===== config.mk =====
export PLATFORM = sky130hd
export DESIGN_NAME = mm2s_dma
export DESIGN_NICKNAME = d
export VERILOG_FILES = /design/src/rtl/mm2s_pkg.sv /design/src/rtl/mm2s_regs.sv /design/src/rtl/mm2s_fifo.sv /design/src/rtl/mm2s_burst.sv /design/src/rtl/mm2s_dma.sv
export SDC_FILE = /design/constraint.sdc
export NUM_CORES = 1
export LEC_CHECK = 0
export BUFFER_PORTS_ARGS = -buffer_cell sky130_fd_sc_hd__buf_2
export CORE_ASPECT_RATIO = 1.2
export CORE_MARGIN = 4
export CORE_UTILIZATION = 50
export DETAILED_ROUTE_END_ITERATION = 7
export PLACE_DENSITY = 0.68
export SLEW_MARGIN = 40
export SYNTH_ARGS = -nofsm -noshare
export SYNTH_HDL_FRONTEND = slang
export SYNTH_HIERARCHICAL = 1
export SYNTH_SLANG_ARGS = --single-unit

===== constraint.sdc =====
create_clock -name clk -period 6.54 [get_ports clk]
set_clock_uncertainty 0.15 [all_clocks]
set_input_delay 0.981 -clock clk [delete_from_list [all_inputs] [get_ports clk]]
set_output_delay 0.981 -clock clk [all_outputs]
set_load 0.1 [all_outputs]

===== src/rtl/mm2s_pkg.sv =====
// Shared register offsets and status bit positions for the memory-to-stream DMA.
package mm2s_pkg;
    typedef enum logic [1:0] {
        RG_CTRL = 2'd0,
        RG_STAT = 2'd1,
        RG_SRC  = 2'd2,
        RG_LEN  = 2'd3
    } reg_sel_e;

    localparam int ST_IDLE  = 0;
    localparam int ST_DONE  = 1;
    localparam int ST_ERR   = 2;
    localparam int ST_RDONE = 3;
endpackage


===== src/rtl/mm2s_regs.sv =====
// Register file: holds the start address and count, decides whether a count
// write starts a transfer or raises an error, keeps the write-one-to-clear
// flags and the one-cycle soft-reset pulse.
// Assumes: one register access port, reads have no side effects.
module mm2s_regs
    import mm2s_pkg::*;
#(
    parameter int ADDR_W = 32,
    parameter int LEN_W  = 14,
    parameter int NB_W   = 2
) (
    input  logic              clk,
    input  logic              rst_n,
    input  logic              we,
    input  logic [1:0]        addr,
    input  logic [31:0]       wdata,
    output logic [31:0]       rdata,
    input  logic              busy,
    input  logic              done_evt,
    output logic              srst_q,
    output logic [ADDR_W-1:0] src_q,
    output logic [LEN_W-1:0]  len_wr,
    output logic              go,
    output logic              done_q,
    output logic              err_q
);
    logic [LEN_W-1:0] len_q;
    logic             wr_len, wr_stat, misal, bad;

    assign wr_len  = we && (reg_sel_e'(addr) == RG_LEN);
    assign wr_stat = we && (reg_sel_e'(addr) == RG_STAT);
    assign len_wr  = wdata[LEN_W-1:0];
    assign misal   = |src_q[NB_W-1:0];
    assign go      = wr_len && (|len_wr) && !busy && !misal && !srst_q;
    assign bad     = wr_len && (|len_wr) && !srst_q && (busy || misal);

    // Register state, soft-reset pulse and sticky flags.
    always_ff @(posedge clk) begin
        if (!rst_n) begin
            srst_q <= 1'b0;
            src_q  <= '0;
            len_q  <= '0;
            done_q <= 1'b0;
            err_q  <= 1'b0;
        end else begin
            srst_q <= we && (reg_sel_e'(addr) == RG_CTRL) && wdata[0];
            if (we && (reg_sel_e'(addr) == RG_SRC)) src_q <= wdata[ADDR_W-1:0];
            if (go) len_q <= len_wr;
            if (srst_q) begin
                done_q <= 1'b0;
                err_q  <= 1'b0;
            end else begin
                done_q <= done_evt || (done_q && !(wr_stat && wdata[ST_DONE]));
                err_q  <= bad || (err_q && !(wr_stat && wdata[ST_ERR]));
            end
        end
    end

    // Read-data selection.
    always_comb begin
        rdata = '0;
        case (reg_sel_e'(addr))
            RG_STAT: begin
                rdata[ST_IDLE]  = !busy;
                rdata[ST_DONE]  = done_q;
                rdata[ST_ERR]   = err_q;
                rdata[ST_RDONE] = !srst_q;
            end
            RG_SRC:  rdata = 32'(src_q);
            RG_LEN:  rdata = 32'(len_q);
            default: rdata = '0;
        endcase
    end

    // a clear request with no set event empties the done flag.
    p_w1c_done_r10: assert property (@(posedge clk) disable iff (!rst_n)
        (wr_stat && wdata[ST_DONE] && !done_evt) |=> !done_q)
        else $error("done flag survived a clear");

    // a misaligned start never launches a transfer.
    p_misal_nostart_r4: assert property (@(posedge clk) disable iff (!rst_n)
        (wr_len && misal && !srst_q && (|len_wr)) |=> err_q)
        else $error("misaligned start did not flag an error");
endmodule


===== src/rtl/mm2s_fifo.sv =====
// Holding buffer between the memory read port and the stream output.
// Assumes: the writer never pushes into a full buffer (the burst sequencer
// only asks for what fits).
module mm2s_fifo #(
    parameter int DATA_W = 32,
    parameter int DEPTH  = 16,
    parameter int CNT_W  = 5
) (
    input  logic              clk,
    input  logic              rst_n,
    input  logic              clr,
    input  logic              push,
    input  logic [DATA_W-1:0] din,
    input  logic              pop,
    output logic [DATA_W-1:0] dout,
    output logic              empty,
    output logic [CNT_W-1:0]  count
);
    localparam int PW = (DEPTH > 1) ? $clog2(DEPTH) : 1;

    logic [DATA_W-1:0] ram [DEPTH];
    logic [PW-1:0]     wr_ptr, rd_ptr;

    // Storage write.
    always_ff @(posedge clk) begin
        if (push) ram[wr_ptr] <= din;
    end

    // Pointers and occupancy.
    always_ff @(posedge clk) begin
        if (!rst_n || clr) begin
            wr_ptr <= '0;
            rd_ptr <= '0;
            count  <= '0;
        end else begin
            if (push) wr_ptr <= (wr_ptr == PW'(DEPTH - 1)) ? '0 : wr_ptr + PW'(1);
            if (pop)  rd_ptr <= (rd_ptr == PW'(DEPTH - 1)) ? '0 : rd_ptr + PW'(1);
            count <= count + CNT_W'(push) - CNT_W'(pop);
        end
    end

    assign dout  = ram[rd_ptr];
    assign empty = (count == '0);

    p_no_overflow_r9: assert property (@(posedge clk) disable iff (!rst_n)
        (push && !pop && !clr) |-> (count < CNT_W'(DEPTH)))
        else $error("holding buffer overflow");

    p_no_underflow_r9: assert property (@(posedge clk) disable iff (!rst_n)
        pop |-> !empty)
        else $error("holding buffer underflow");
endmodule


===== src/rtl/mm2s_burst.sv =====
// Burst sequencer: cuts the transfer into requests of at most MAX_BURST
// beats at increasing addresses, and issues each only when the holding
// buffer has room for the whole burst and the previous one has fully returned.
// Assumes: memory returns mem_beats words per grant, never in the grant cycle.
module mm2s_burst #(
    parameter int ADDR_W    = 32,
    parameter int LEN_W     = 14,
    parameter int NB_W      = 2,
    parameter int MAX_BURST = 16,
    parameter int BURST_W   = 5,
    parameter int CNT_W     = 5
) (
    input  logic               clk,
    input  logic               rst_n,
    input  logic               clr,
    input  logic               go,
    input  logic [ADDR_W-1:0]  src,
    input  logic [LEN_W-1:0]   beats_total,
    input  logic [CNT_W-1:0]   fifo_cnt,
    output logic               mem_req,
    output logic [ADDR_W-1:0]  mem_addr,
    output logic [BURST_W-1:0] mem_beats,
    input  logic               mem_gnt,
    input  logic               mem_rvalid,
    output logic               push
);
    logic [LEN_W-1:0]   req_left;
    logic [BURST_W-1:0] pend, this_burst;
    logic [ADDR_W-1:0]  nxt_addr;
    logic [CNT_W-1:0]   room;
    logic               issue;

    assign this_burst = (req_left > LEN_W'(MAX_BURST)) ? BURST_W'(MAX_BURST)
                                                       : req_left[BURST_W-1:0];
    assign room  = CNT_W'(MAX_BURST) - fifo_cnt;
    assign issue = !mem_req && (pend == '0) && (req_left != '0)
                   && (room >= CNT_W'(this_burst));
    assign push  = mem_rvalid && (pend != '0);

    // Request generation and remaining-beat bookkeeping.
    always_ff @(posedge clk) begin
        if (!rst_n || clr) begin
            req_left  <= '0;
            nxt_addr  <= '0;
            mem_req   <= 1'b0;
            mem_addr  <= '0;
            mem_beats <= '0;
        end else if (go) begin
            req_left <= beats_total;
            nxt_addr <= src;
        end else if (issue) begin
            mem_req   <= 1'b1;
            mem_addr  <= nxt_addr;
            mem_beats <= this_burst;
        end else if (mem_req && mem_gnt) begin
            mem_req  <= 1'b0;
            req_left <= req_left - LEN_W'(mem_beats);
            nxt_addr <= nxt_addr + (ADDR_W'(mem_beats) << NB_W);
        end
    end

    // Beats still owed by the granted burst.
    always_ff @(posedge clk) begin
        if (!rst_n || clr)         pend <= '0;
        else if (mem_req && mem_gnt) pend <= mem_beats;
        else if (push)             pend <= pend - BURST_W'(1);
    end

    p_burst_cap_r6: assert property (@(posedge clk) disable iff (!rst_n)
        mem_req |-> ((mem_beats != '0) && (mem_beats <= BURST_W'(MAX_BURST))))
        else $error("burst size out of range");

    p_req_hold_r6: assert property (@(posedge clk) disable iff (!rst_n)
        (mem_req && !mem_gnt && !clr) |=> (mem_req && $stable(mem_addr) && $stable(mem_beats)))
        else $error("request changed before grant");
endmodule


===== src/rtl/mm2s_dma.sv =====
// Memory-to-stream DMA read channel top. Ties the register file, burst
// sequencer and holding buffer together and produces tlast/tkeep from the
// count of emitted beats.
// Assumes: DATA_W is a multiple of 16, stream and memory words share DATA_W.
module mm2s_dma #(
    parameter int ADDR_W    = 32,
    parameter int DATA_W    = 32,
    parameter int LEN_W     = 14,
    parameter int MAX_BURST = 16,
    localparam int NB       = DATA_W / 8,
    localparam int NB_W     = $clog2(NB),
    localparam int BURST_W  = $clog2(MAX_BURST + 1)
) (
    input  logic               clk,
    input  logic               rst_n,
    input  logic               reg_we,
    input  logic [1:0]         reg_addr,
    input  logic [31:0]        reg_wdata,
    output logic [31:0]        reg_rdata,
    output logic               mem_req,
    output logic [ADDR_W-1:0]  mem_addr,
    output logic [BURST_W-1:0] mem_beats,
    input  logic               mem_gnt,
    input  logic [DATA_W-1:0]  mem_rdata,
    input  logic               mem_rvalid,
    output logic [DATA_W-1:0]  m_tdata,
    output logic [NB-1:0]      m_tkeep,
    output logic               m_tlast,
    output logic               m_tvalid,
    input  logic               m_tready,
    output logic               irq_done,
    output logic               irq_err
);
    localparam int CNT_W = BURST_W;

    logic              busy, srst_q, go, hs, done_evt, push, empty;
    logic [ADDR_W-1:0] src_q;
    logic [LEN_W-1:0]  len_wr, beats_new, tot_q, out_cnt;
    logic [NB_W-1:0]   tail_q;
    logic [CNT_W-1:0]  fifo_cnt;

    assign beats_new = LEN_W'(({1'b0, len_wr} + (LEN_W+1)'(NB - 1)) >> NB_W);
    assign hs        = m_tvalid && m_tready;
    assign done_evt  = hs && m_tlast;

    mm2s_regs #(.ADDR_W(ADDR_W), .LEN_W(LEN_W), .NB_W(NB_W)) u_regs (
        .clk(clk), .rst_n(rst_n), .we(reg_we), .addr(reg_addr),
        .wdata(reg_wdata), .rdata(reg_rdata), .busy(busy),
        .done_evt(done_evt), .srst_q(srst_q), .src_q(src_q),
        .len_wr(len_wr), .go(go), .done_q(irq_done), .err_q(irq_err)
    );

    mm2s_burst #(.ADDR_W(ADDR_W), .LEN_W(LEN_W), .NB_W(NB_W),
                 .MAX_BURST(MAX_BURST), .BURST_W(BURST_W), .CNT_W(CNT_W)) u_burst (
        .clk(clk), .rst_n(rst_n), .clr(srst_q), .go(go), .src(src_q),
        .beats_total(beats_new), .fifo_cnt(fifo_cnt), .mem_req(mem_req),
        .mem_addr(mem_addr), .mem_beats(mem_beats), .mem_gnt(mem_gnt),
        .mem_rvalid(mem_rvalid), .push(push)
    );

    mm2s_fifo #(.DATA_W(DATA_W), .DEPTH(MAX_BURST), .CNT_W(CNT_W)) u_fifo (
        .clk(clk), .rst_n(rst_n), .clr(srst_q), .push(push), .din(mem_rdata),
        .pop(hs), .dout(m_tdata), .empty(empty), .count(fifo_cnt)
    );

    // Transfer activity and emitted-beat count.
    always_ff @(posedge clk) begin
        if (!rst_n || srst_q) begin
            busy    <= 1'b0;
            out_cnt <= '0;
            tot_q   <= '0;
            tail_q  <= '0;
        end else if (go) begin
            busy    <= 1'b1;
            out_cnt <= '0;
            tot_q   <= beats_new;
            tail_q  <= len_wr[NB_W-1:0];
        end else if (hs) begin
            out_cnt <= out_cnt + LEN_W'(1);
            if (m_tlast) busy <= 1'b0;
        end
    end

    assign m_tvalid = !empty;
    assign m_tlast  = m_tvalid && (out_cnt == tot_q - LEN_W'(1));

    // Byte-valid mask: short only on a final beat with a partial tail.
    always_comb begin
        for (int i = 0; i < NB; i++) begin
            m_tkeep[i] = !(m_tlast && (tail_q != '0)) || (i < int'(tail_q));
        end
    end

    p_stream_hold_r9: assert property (@(posedge clk) disable iff (!rst_n)
        (m_tvalid && !m_tready && !srst_q) |=>
            (m_tvalid && $stable(m_tdata) && $stable(m_tkeep) && $stable(m_tlast)))
        else $error("stream beat changed under backpressure");

    p_keep_full_r8: assert property (@(posedge clk) disable iff (!rst_n)
        (m_tvalid && !m_tlast) |-> (&m_tkeep))
        else $error("partial tkeep on a non-final beat");

    p_idle_quiet_r3: assert property (@(posedge clk) disable iff (!rst_n)
        !busy |-> (!m_tvalid && !mem_req))
        else $error("activity while idle");

    p_done_idle_r10: assert property (@(posedge clk) disable iff (!rst_n)
        (done_evt && !srst_q) |=> (irq_done && !busy && !m_tvalid))
        else $error("completion not reported");

    p_srst_clear_r11: assert property (@(posedge clk) disable iff (!rst_n)
        srst_q |=> (!busy && !m_tvalid && !irq_done && !irq_err && !srst_q))
        else $error("soft reset left state behind");
endmodule


### Word-level counts from Yosys, hierarchy flattened

Memory sizes are Yosys's and may differ from the RTL's. A register that Yosys moved wholly into a read port is not among the register bits.
Index checks and enable logic that the tools add are counted.

* memory bits (writable): 512
* output and inout bits: 110
* register bits: 181
* memories kept: 1

* reductions and logical operators: 60
* magnitude comparators: 5
* muxes and demuxes: 22
* bitwise gates (word level): 3
* add/sub/neg operators: 11
* equal/unequal tests: 7

Memory list
* u_fifo.ram: depth 16, bits a word 32, rd ports 1, clocked after Yosys merged registers in 1, write ports 1, line mm2s_fifo.sv:21 `logic [DATA_W-1:0] ram [DEPTH];`

Operators with widths (count)
* 32-bit two-way mux: 3
* 28-bit one-hot mux with 2 select lines: 1
* 13-bit two-way mux: 3
* 32-bit by 7-bit adder with 32-bit output: 1
* 1-bit logical AND: 24
* 4-bit two-way mux: 4
* 14-bit by 2-bit adder with 15-bit output (second input constant): 1
* 5-bit two-way mux: 3
* 14-bit by 1-bit adder with 14-bit output (second input constant): 1
* 14-bit equality test: 1
* 14-bit by 5-bit > comparator with 1-bit output (second input constant): 1
* 14-bit nonzero test: 1
* 14-bit OR reduction: 1
* 13-bit by 1-bit subtractor with 14-bit output (second input constant): 1
* 14-bit by 5-bit subtractor with 14-bit output: 1
* 4-bit one-hot mux with 3 select lines: 1
* 2-bit nonzero test: 6
* 5-bit zero test: 2
* 2-bit AND reduction: 5
* 1-bit zero test: 9
* 4-bit by 1-bit adder with 4-bit output (second input constant): 2
* 4-bit equality test (second input constant): 2
* 1-bit logical OR: 7
* 1-bit two-way mux: 7
* other kinds (14): 20

### Longest topological paths before layout

Gate-level depths: netlist of run 1.

* depth after elaboration: 8
* gate-level depth with buffers: 15

### Cells and area by module

Netlist of run 1, hierarchy kept.

By module, submodules not included
* mm2s_fifo: cells each 890, area each 20015.4 um^2, sequential area each 15715.1 um^2, times used 1
* mm2s_burst: cells each 585, area each 4760.8 um^2, sequential area each 1781.7 um^2, times used 1
* mm2s_regs: cells each 291, area each 2434.8 um^2, sequential area each 980.9 um^2, times used 1
* mm2s_dma: cells each 240, area each 1928.1 um^2, sequential area each 600.6 um^2, times used 1

### Worst setup path after synthesis of run 1

No wires, ideal clock.

* kind: reg-to-output
* from: register u_fifo.count[2]
* to: output port m_tkeep[3]
* arrival time: 4404 ps
* path slack: 1005 ps
* cell stages (with the launch flop): 10
* path through: dfxtp_1 inv_1 ha_1 nor4b_1 inv_1 nand3_1 a211oi_2 nand4_2 nor3_2 o21ai_1

* cells in the longest elaborated chain, start to end: 5

Ends and longest elaborated chain
* from (decl): line mm2s_fifo.sv:17 `output logic [CNT_W-1:0] count`
* from (signal assigned): line mm2s_fifo.sv:38 `count <= count + CNT_W'(push) - CNT_W'(pop);`
* 5-bit zero test: line mm2s_fifo.sv:43 `assign empty = (count == '0);`
* net empty: line mm2s_dma.sv:36 `logic busy, srst_q, go, hs, done_evt, push, empty;`
* 1-bit zero test: line mm2s_dma.sv:84 `assign m_tvalid = !empty;`
* net m_tvalid: line mm2s_dma.sv:29 `output logic m_tvalid,`
* 1-bit logical AND: line mm2s_dma.sv:85 `assign m_tlast = m_tvalid && (out_cnt == tot_q - LEN_W'(1));`
* net m_tlast: line mm2s_dma.sv:28 `output logic m_tlast,`
* 1-bit logical AND: line mm2s_dma.sv:90 `m_tkeep[i] = !(m_tlast && (tail_q != '0)) || (i < int'(tail_q));`
* 1-bit zero test: line mm2s_dma.sv:90
* to (decl): line mm2s_dma.sv:27 `output logic [NB-1:0] m_tkeep,`

The timed path passes the listed nets, and every way through them passes these cells.

### Worst setup path after layout of run 1

* from: register tot_q[0]
* to: output port m_tlast

* cells in the longest elaborated chain, start to end: 3

Ends and longest elaborated chain
* from (decl): line mm2s_dma.sv:38 `logic [LEN_W-1:0] len_wr, beats_new, tot_q, out_cnt;`
* from (signal assigned): line mm2s_dma.sv:76 `tot_q <= beats_new;`
* 13-bit by 1-bit subtractor with 14-bit output: line mm2s_dma.sv:85
* 14-bit equality test: line mm2s_dma.sv:85
* 1-bit logical AND: line mm2s_dma.sv:85
* to (decl): line mm2s_dma.sv:28

No other way between the ends.

==> results of run 1 <==
## layer usage
layer  routed length [um]  part of all wire, %  up-vias
li1                     -                    -     7924
met1                27200                   41     8842
met2                33800                   51      595
met3                 4620                  6.9       96
met4                 1190                  1.8        6
met5                   28                0.042        -
## synth_stat cells (all sizes together) (12+ instances only)
cell	n
nor2	81
mux2i	37
a22oi	65
mux4	128
edfxtp	512
inv	40
a21oi	91
xnor2	53
nor2b	20
dfxtp	185
nor4	15
clkbuf	80
nand2	180
nand4	12
a211oi	19
nor3	21
ha	31
a21boi	32
nand3	65
and2	41
buf	60
o21ai	85
xor2	28
## per-stage QoR
stage / instances / worst slack [ns]
floorplan: 2006 / 1.01
global placement: 2810 / 2.56
detailed placement: 2811 / 2.48
CTS: 2939 / 2.23
global route: 2940 / 2.05
finish: 2940 / 2.29
## state kept, by name, summed over array words and instances (netlist names), named ones only
name / flops
u_fifo/rd_ptr: 4
u_burst/mem_addr: 32
out_cnt: 14
u_burst/nxt_addr: 32
u_regs/err_q: 1
u_fifo/wr_ptr: 4
busy: 1
u_burst/mem_req: 1
u_burst/pend: 5
u_regs/done_q: 1
u_burst/mem_beats: 5
u_regs/srst_q: 1
tail_q: 2
u_burst/req_left: 14
u_fifo/ram: 512
u_fifo/count: 5
tot_q: 13
u_regs/src_q: 32
u_regs/len_q: 14
## power by group through the flow
stage	Sequential (mW)	Clock, mW	Combinational (mW)
after floorplan	5.25	0	2.35
after global placement	5.21	0	2.97
after detailed placement	5.20	0	3.05
after CTS	5.10	4.11	3.07
after global routing	5.12	4.30	3.24
final	5.10	4.01	3.03
## final timing paths
kind,slack [ns],to,startpoint
setup / recovery,2.29,m_tlast,tot_q[0]$_SDFFE_PP0P_
hold reg to reg,0.31,u_regs/len_q[8]$_SDFFE_PN0P_,u_regs/len_q[8]$_SDFFE_PN0P_
hold / removal,0.31,u_regs/len_q[8]$_SDFFE_PN0P_,u_regs/len_q[8]$_SDFFE_PN0P_
setup reg to reg,2.58,u_burst/mem_addr[15]$_SDFFE_PP0P_,u_burst/req_left[0]$_SDFFE_PP0P_
## tightest hold or removal path: cells and delay by family (launching register included)
family           cells  cell delay (ns)
flip-flops           1             0.31
AND/OR/NAND/NOR      1             0.05
multiplexers         1             0.05
## kinds of logic after synthesis
family | count (synthesis) | synth area share (%)
AOI/OAI and AO/OA | 351 | 7.82
xor gates and xnor gates | 82 | 2.51
adders and majority gates | 34 | 1.54
buffers and inverters | 180 | 2.88
DFF | 697 | 65.5
muxes | 169 | 11.3
other | 2 | 0.0258
and+or+nand+nor | 491 | 8.43
## final cells by class
cell class	count	area (um2)
Fill cell	4442	24500
Sequential cell	697	19100
Multi-Input combinational cell	1129	9300
Clock buffer	86	1850
Timing Repair Buffer	210	1150
Tap cell	735	920
Clock inverter	42	470
Inverter	40	153
Antenna cell	1	2.50
==> metrics.cfg, run 1 <==
[detailed_routing]
viasPerCell = 5.94
wirelength_um = 66800
first_iter_violations = 1482
antenna_left = 0
vias = 17500
drt_pass1_iterations = 5
drc_errors = 0
wl_per_cell_um = 22.7

[placement]
hpwl_um = 38800
place_area_um2 = 30600
gp_congestion = 0.818
io_buffers = 180

[global_routing]
grt_pass1_wl_um = 104000
grt_pass1_vias = 17600
grt_use_met1_pct = 28.2
grt.total_usage_pct = 21.4
top_usage_layer = met2
grt_util_met3_pct = 4.15
grt_antenna_before_repair = 5
gr-usage-met2_pct = 36.5
grt_start_max_net_pins = 129
grt_overflow = 0

[logic_synthesis]
synth_flop_cell = edfxtp_1
yosys.area.top_type_share_pct = 52.8
yosys_warnings = 6
async_reset_ff_share_pct = 0
syn_area_um2 = 29100
syn_nets = 2112
synth_edf_count = 512
synth_area_leaders = edfxtp_1, dfxtp_1, mux4_2, nand2_1, a22oi_1
ys_seq_area_share_pct = 65.5
synth_top_area_cell = edfxtp_1
ys_seq_elements = 697
netlist_instances = 2006
synth.distinct_cells = 83
syn_avg_cell_area_um2 = 14.5

[layout]
layout_common_cells = edfxtp_1, dfxtp_1, buf_2, nand2_1, mux4_2
final_util_pct = 57.4
final_common_cell = edfxtp_1
area_delta_synth_final_pct = 13.0
fin_area_um2 = 32900
nets = 2253
drive_gt1_share_pct = 22.7

[worst_setup_path]
path_cells = or4_4, or3_1, a211oi_2, nand4_2, nor3_2, buf_2
slowest_stage = or4_4
slowest_delay_ns = 0.59
startpoint_type = flop
cp-end-kind = output pin
critPathMaxFanout = 6
worstSetupPathType = flop to output pin
worstPathArrival_ns = 3.11
cp_num_cells = 6
crit_buf_inv = 1
reg2reg_depth = 11
required_ns = 5.41
crit_family = simple AND/OR/NAND/NOR gates

[run]
maxCapViolCount = 0

[min_path]
whs_path_depth = 2
hold_path_class = flop to flop

[clocking]
cts_tree = yes
clock_sinks = 697
cts_resized = 0
htreeDepth = 3
ctsHoldBuffers = 0
cts-root-buf = clkbuf_16
clockBufferDepth = 3
cts_buffers = 69
cts_setup_buffers = 0
clk_latency_ns = 0.59
clk_pin_slew_ns = 0.06

[power_and_ir_drop]
p_per_area_nw_per_um2 = 369
p_leak_nw = 11.0
p_sw_mw = 3.93
max-vdd-ir-drop_mv = 0.199
p_total_mw = 12.1
pwr-share-seq_pct = 42.0
power.internal_mw = 8.22
pwr-share-comb_pct = 25.0
switching_share_pct = 32.4
clock_power_share_pct = 33.0

[sta]
setup_viol = 0
hold_viol = 0
worst_pin_slew_ns = 0.853
rsz0062_at_grt = false
timing.hold.ws_ns = 0.306
slew_headroom_pct = 43.1
period_needed_ns = 4.25
fin_crit_sh_pct = 64.9
setup_tns_ns = 0
slew_viol_final = 0
max_freq_ghz = 0.236

[floorplanning]
die_x_um = 228
row_count = 96
die_h_um = 272
start_util_pct = 50.8
die_area_um2 = 62200
core_area_um2 = 57400
ios = 182

[outcome]
status = complete, no violations

Note: power is estimated with default switching activity, not from simulation.
==> inputs of run 2 (changes only) <==
--- a/config.mk
+++ b/config.mk
@@ -10,7 +10,7 @@
 export CORE_MARGIN = 4
 export CORE_UTILIZATION = 50
 export DETAILED_ROUTE_END_ITERATION = 7
-export PLACE_DENSITY = 0.68
+export PLACE_DENSITY = 0.7
 export SLEW_MARGIN = 40
 export SYNTH_ARGS = -nofsm -noshare
 export SYNTH_HDL_FRONTEND = slang
==> constraint.sdc (replaced) <==
create_clock -name clk -period 3.78 [get_ports clk]
set_clock_uncertainty 0.15 [all_clocks]
set_input_delay 0.567 -clock clk [delete_from_list [all_inputs] [get_ports clk]]
set_output_delay 0.567 -clock clk [all_outputs]
set_load 0.1 [all_outputs]
==> run 2 against run 1 <==
  * Utilization rose by 0.67 points
  * Die area did not move
  * Power rose by 74%
  * Largest power group unchanged
  * Highest routed layer unchanged
==> metrics.cfg, run 2 (same netlist as run 1, synthesis figures left out) <==
[min_path]
hp-start = reg_wdata[15]
hold_path_class = primary input to flop
whs_path_depth = 3  ; +1
hold-path-endpoint = u_regs/src_q[15]$_SDFFE_PN0P_

[detailed_routing]
drc_errors = 0  ; unchanged
drt_pass1_iterations = 5  ; unchanged
wirelength_um = 67300  ; +0.75%
antenna_left = 0  ; unchanged
wl_per_cell_um = 22.8  ; +0.21%
vias = 17600  ; +1.1%
first_iter_violations = 1408  ; -5.0%
viasPerCell = 5.97  ; +0.52%

[layout]
final_common_cell = edfxtp_1
fill_cells = 4368  ; -1.7%
drive_gt1_share_pct = 23.4  ; +0.76 points
fin_area_um2 = 33300  ; +1.2%
nets = 2270  ; +0.75%
largest_reg_flops = 512  ; unchanged
layout_common_cells = edfxtp_1, nand2_1, dfxtp_1, buf_2, mux4_2
final_cells = 2956  ; +0.54%
largest_register = u_fifo/ram
multi_input_area_um2 = 9330  ; +0.32%
ff_latch_area_um2 = 19100  ; about the same
area_delta_synth_final_pct = 14.3

[worst_setup_path]
path_cells = inv_1, ha_1, or4b_4, xnor2_1, o31ai_2, a21oi_2, nor3_4, nand2_1, clkbuf_4
r2r_slack_ns = 0.36  ; -2.22 ns
cp-end-kind = output pin
reg2reg_depth = 11  ; unchanged
startpoint_type = flop
worstPathArrival_ns = 2.93  ; -0.18 ns
crit_buf_inv = 2  ; +1
slowest_delay_ns = 0.53  ; -0.06 ns
crit_family = simple AND/OR/NAND/NOR gates
required_ns = 3.06  ; -2.35 ns
r2r-end = u_burst/mem_addr[12]$_SDFFE_PP0P_
r2r_start = u_burst/req_left[1]$_SDFFE_PP0P_
slowest_stage = or4b_4
worstSetupPathType = flop to output pin
critPathMaxFanout = 5  ; -1

[sta]
setup_tns_ns = 0  ; unchanged
setup_viol = 0  ; unchanged
worst_pin_slew_ns = 0.641  ; -0.212 ns
max_freq_ghz = 0.274
timing.hold.ws_ns = 0.0571  ; -0.249 ns
rsz0062_at_grt = false
slew_viol_final = 0  ; unchanged
slew_headroom_pct = 57.3  ; +14 points
fin_crit_sh_pct = 96.4
period_needed_ns = 3.64
hold_viol = 0  ; unchanged

[placement]
io_buffers = 180  ; unchanged
placed_cells = 2828  ; +0.60%
hpwl_um = 40300  ; +3.8%
gp_congestion = 0.862  ; +5.4%
place_area_um2 = 31000  ; +1.2%

[clocking]
clock_sinks = 697  ; unchanged
cts_tree = yes
clk_latency_ns = 0.61  ; +0.02 ns
cts_setup_buffers = 0  ; unchanged
htreeDepth = 3  ; unchanged
clockBufferDepth = 3  ; unchanged
ctsHoldBuffers = 0  ; unchanged
cts-root-buf = clkbuf_16
cts_buffers = 69  ; unchanged
clk_pin_slew_ns = 0.06  ; about the same

[power_and_ir_drop]
p_total_mw = 21.1  ; +74%
p_leak_nw = 11.1  ; +1.4%
p_per_area_nw_per_um2 = 633  ; +72%
max-vdd-ir-drop_mv = 0.442  ; +120%

[floorplanning]
row_count = 96  ; unchanged
core_area_um2 = 57400  ; unchanged
die_x_um = 228  ; unchanged
ios = 182  ; unchanged
die_area_um2 = 62200  ; unchanged
start_util_pct = 50.8  ; unchanged
die_h_um = 272  ; unchanged

[run]
maxCapViolCount = 0  ; unchanged

[global_routing]
grt.total_usage_pct = 21.5  ; +0.099 points
grt_start_max_net_pins = 63  ; -51%
grt_overflow = 0  ; unchanged
grt_antenna_before_repair = 5  ; unchanged
grt_pass1_wl_um = 105000  ; +0.57%
grt_pass1_vias = 18000  ; +1.8%

[outcome]
status = complete, no violations

run 2: layer usage:
layer	track usage (%)	wire length, um	share of wire [%]	vias to the layer above
met5	0	11	0.016	-
met4	7.22	1830	2.7	2
met3	4.09	4470	6.6	134
met2	37.4	34700	52	638
met1	27.2	26200	39	8915
li1	-	-	-	7960
run 2: through the flow:
stage / worst slack, ns / util [%]
2_1_floorplan: -0.397 / -
3_3_place_gp: 0.573 / 53.9
3_5_place_dp: 0.436 / 53.9
4_1_cts: 0.0304 / 58.0
5_1_grt: 0.0259 / 58.0
6_report: 0.135 / 58.0
run 2: how the worst max path moves through the flow:
stage,from,endpoint,cells after the start,slack [ns]
after floorplan,tot_q[0]$_SDFFE_PP0P_,m_tkeep[1],6,-0.40
after global placement,u_burst/req_left[8]$_SDFFE_PP0P_,u_burst/mem_addr[26]$_SDFFE_PP0P_,10,0.57
after detailed placement,u_burst/req_left[1]$_SDFFE_PP0P_,u_burst/mem_addr[12]$_SDFFE_PP0P_,11,0.44
after CTS,tot_q[2]$_SDFFE_PP0P_,m_tkeep[2],7,0.03
after global routing,tot_q[1]$_SDFFE_PP0P_,m_tkeep[1],9,0.03
final,tot_q[1]$_SDFFE_PP0P_,m_tkeep[2],9,0.14
run 2: layout make-up:
type                       instances  area share (%)
multi-input combinational       1129            28.0
antenna                            3          0.0225
timing repair buffer             227            4.59
inverter                          40           0.451
clock inverter                    38            1.29
sequential                       697            57.3
clock buffer                      87            5.57
tap                              735            2.76
run 2: repair_timing:
action	4_1_cts	5_1_grt
setup endpoints to repair	3	4
gates resized for setup	4	7
pin swaps	0	1
run 2: worst reg2reg max path: cells and delay by family, from the launching register on:
family,cells,cell delay [ns]
buf+inv,1,0.36
simple gates,5,1.24
compound gates,4,0.93
flops,1,0.38
fa+ha+maj,1,0.28
run 2: power breakdown:
part	internal [mW]	leakage (nW)	switching, mW
sequential	8.58	6.12	0.269
clock	4.01	1.11	2.90
combinational	1.65	3.88	3.68
==> inputs of run 3 (changes only) <==
--- a/config.mk
+++ b/config.mk
@@ -9,6 +9,7 @@
 export CORE_ASPECT_RATIO = 1.2
 export CORE_MARGIN = 4
 export CORE_UTILIZATION = 50
+export CTS_BUF_LIST = sky130_fd_sc_hd__clkbuf_16
 export DETAILED_ROUTE_END_ITERATION = 7
 export PLACE_DENSITY = 0.7
 export SLEW_MARGIN = 40
==> run 3 against run 2 <==
  * Register-to-register slack about the same
  * Flip-flop and latch count unchanged
  * Clock-buffer cell count decreased by 16
  * Critical path type unchanged
  * Cell count unchanged
  * Clock power decreased by 1%
  * Power decreased by 0.35%
  * First-iteration DRC count increased by 9.4%
  * Highest routed layer unchanged
  * Sequential share of layout area about the same
  * Largest cell class unchanged
  * Critical endpoint unchanged
  * Maximum frequency increased by 0.23%
  * Sequential power about the same
  * Die area unchanged
  * Routed wire length about the same
==> metrics.cfg, run 3 (same netlist as run 1, synthesis figures left out) <==
[floorplanning]
die_area_um2 = 62200  ; unchanged
die_h_um = 272  ; unchanged
start_util_pct = 50.8  ; unchanged
core_area_um2 = 57400  ; unchanged
row_count = 96  ; unchanged
die_x_um = 228  ; unchanged
ios = 182  ; unchanged

[worst_setup_path]
r2r-end = u_burst/mem_addr[12]$_SDFFE_PP0P_
startpoint_type = flop
r2r_start = u_burst/req_left[1]$_SDFFE_PP0P_
critPathMaxFanout = 5  ; unchanged
r2r_slack_ns = 0.37  ; about the same
setup.worst_path.end = m_tkeep[2]
reg2reg_depth = 11  ; unchanged
cp-end-kind = output pin
worstPathArrival_ns = 2.92  ; about the same
worstSetupPathType = flop to output pin
required_ns = 3.06  ; about the same
cp-startpoint = tot_q[1]$_SDFFE_PP0P_

[layout]
final_cells = 2956  ; unchanged
drive_gt1_share_pct = 23.4  ; -0.045 points
area_delta_synth_final_pct = 14.3  ; about the same
layout_common_cells = edfxtp_1, nand2_1, dfxtp_1, buf_2, mux4_2
largest_reg_flops = 512  ; unchanged
largest_register = u_fifo/ram
nets = 2270  ; unchanged
final_common_cell = edfxtp_1

[detailed_routing]
drt_pass1_iterations = 5  ; unchanged
vias = 17600  ; -0.53%
antenna_left = 0  ; unchanged
wl_per_cell_um = 22.8  ; about the same
first_iter_violations = 1541  ; +9.4%
wirelength_um = 67300  ; about the same
viasPerCell = 5.94  ; -0.53%
drc_errors = 0  ; unchanged

[sta]
slew_viol_final = 0  ; unchanged
rsz0062_at_grt = false
setup_viol = 0  ; unchanged
hold_viol = 0  ; unchanged
worst_pin_slew_ns = 0.653  ; +0.0118 ns
slew_headroom_pct = 56.5  ; -0.79 points
period_needed_ns = 3.64  ; -0.00852 ns
fin_crit_sh_pct = 96.2  ; -0.23 points
timing.hold.ws_ns = 0.0569  ; -0.000166 ns
max_freq_ghz = 0.275  ; +0.23%

[placement]
io_buffers = 180  ; unchanged
hpwl_um = 40300  ; unchanged
gp_congestion = 0.862  ; unchanged
placed_cells = 2828  ; unchanged

[clocking]
clk_pin_slew_ns = 0.06  ; about the same
clock_sinks = 697  ; unchanged
cts_setup_buffers = 0  ; unchanged
cts_tree = yes
cts_buffers = 69  ; unchanged
clk_latency_ns = 0.61  ; about the same
clockBufferDepth = 3  ; unchanged
cts-root-buf = clkbuf_16
ctsHoldBuffers = 0  ; unchanged
htreeDepth = 3  ; unchanged

[power_and_ir_drop]
max-vdd-ir-drop_mv = 0.443  ; +0.27%
p_leak_nw = 11.2  ; +0.45%
p_per_area_nw_per_um2 = 631  ; -0.29%

[global_routing]
grt_pass1_vias = 17900  ; -0.089%
grt_overflow = 0  ; unchanged
grt_antenna_before_repair = 5  ; unchanged
grt_start_max_net_pins = 63  ; unchanged
grt_pass1_wl_um = 105000  ; about the same
grt.total_usage_pct = 21.5  ; about the same

[min_path]
whs_path_depth = 3  ; unchanged
hp-start = reg_wdata[15]
hold_path_class = primary input to flop

[outcome]
status = complete, no violations

[run]
maxCapViolCount = 0  ; unchanged

[run 3: per-stage QoR]
step	utilization (%)	total power, mW	setup TNS, ns	instance area [um2]	setup WS, ns
floorplan	-	13.2	-0.985	29200	-0.397
detailed placement	53.9	14.4	0	31000	0.436
global route	58.0	21.9	0	33300	0.0259
finish	58.0	21.0	0	33300	0.144
global placement	53.9	14.2	0	31000	0.573
CTS	57.9	21.2	0	33300	0.0304
[run 3: cell type report]
type / count / area, um2
timing repair buffer: 227 / 1530
multi-input combinational: 1129 / 9330
inverter: 40 / 150
antenna: 3 / 7.51
sequential: 697 / 19100
tap: 735 / 920
clock inverter: 54 / 490
clock buffer: 71 / 1780
fill: 4368 / 24100
[run 3: metal layers]
layer  track usage (%)  part of all wire [%]
met5                 0                 0.016
met3              4.10                   6.6
met1              27.3                    39
met2              37.3                    52
met4              7.25                   2.8
[run 3: worst min path at each step]
| stage | endpoint | slack, ns |
|---|---|---|
| final | u_regs/src_q[15]$_SDFFE_PN0P_ | 0.06 |
| after global placement | u_regs/len_q[2]$_SDFFE_PN0P_ | 0.29 |
| after CTS | u_regs/src_q[15]$_SDFFE_PN0P_ | 0.03 |
| after detailed placement | u_regs/len_q[11]$_SDFFE_PN0P_ | 0.30 |
| after global routing | u_regs/src_q[19]$_SDFFE_PN0P_ | 0.05 |
| after floorplan | u_regs/len_q[1]$_SDFFE_PN0P_ | 0.28 |
[run 3: worst max-delay path: stages, from the launching register on]
cell      delay [ns]
dfxtp_1         0.32
inv_1           0.09
ha_1            0.22
or4b_4          0.53
xnor2_1         0.16
o31ai_2         0.25
a21oi_2         0.10
nor3_4          0.28
nand2_1         0.07
clkbuf_4        0.28
[run 3: timing repair]
item | 4_1_cts | 5_1_grt
gates resized for setup | 4 | 7
setup endpoints to repair | 3 | 4
pin swaps | 0 | 1
[run 3: power breakdown]
group	switching [mW]	internal (mW)	leakage (nW)	total, mW
combinational	3.69	1.65	3.88	5.33
clock	2.91	3.93	1.16	6.84
sequential	0.268	8.58	6.12	8.85
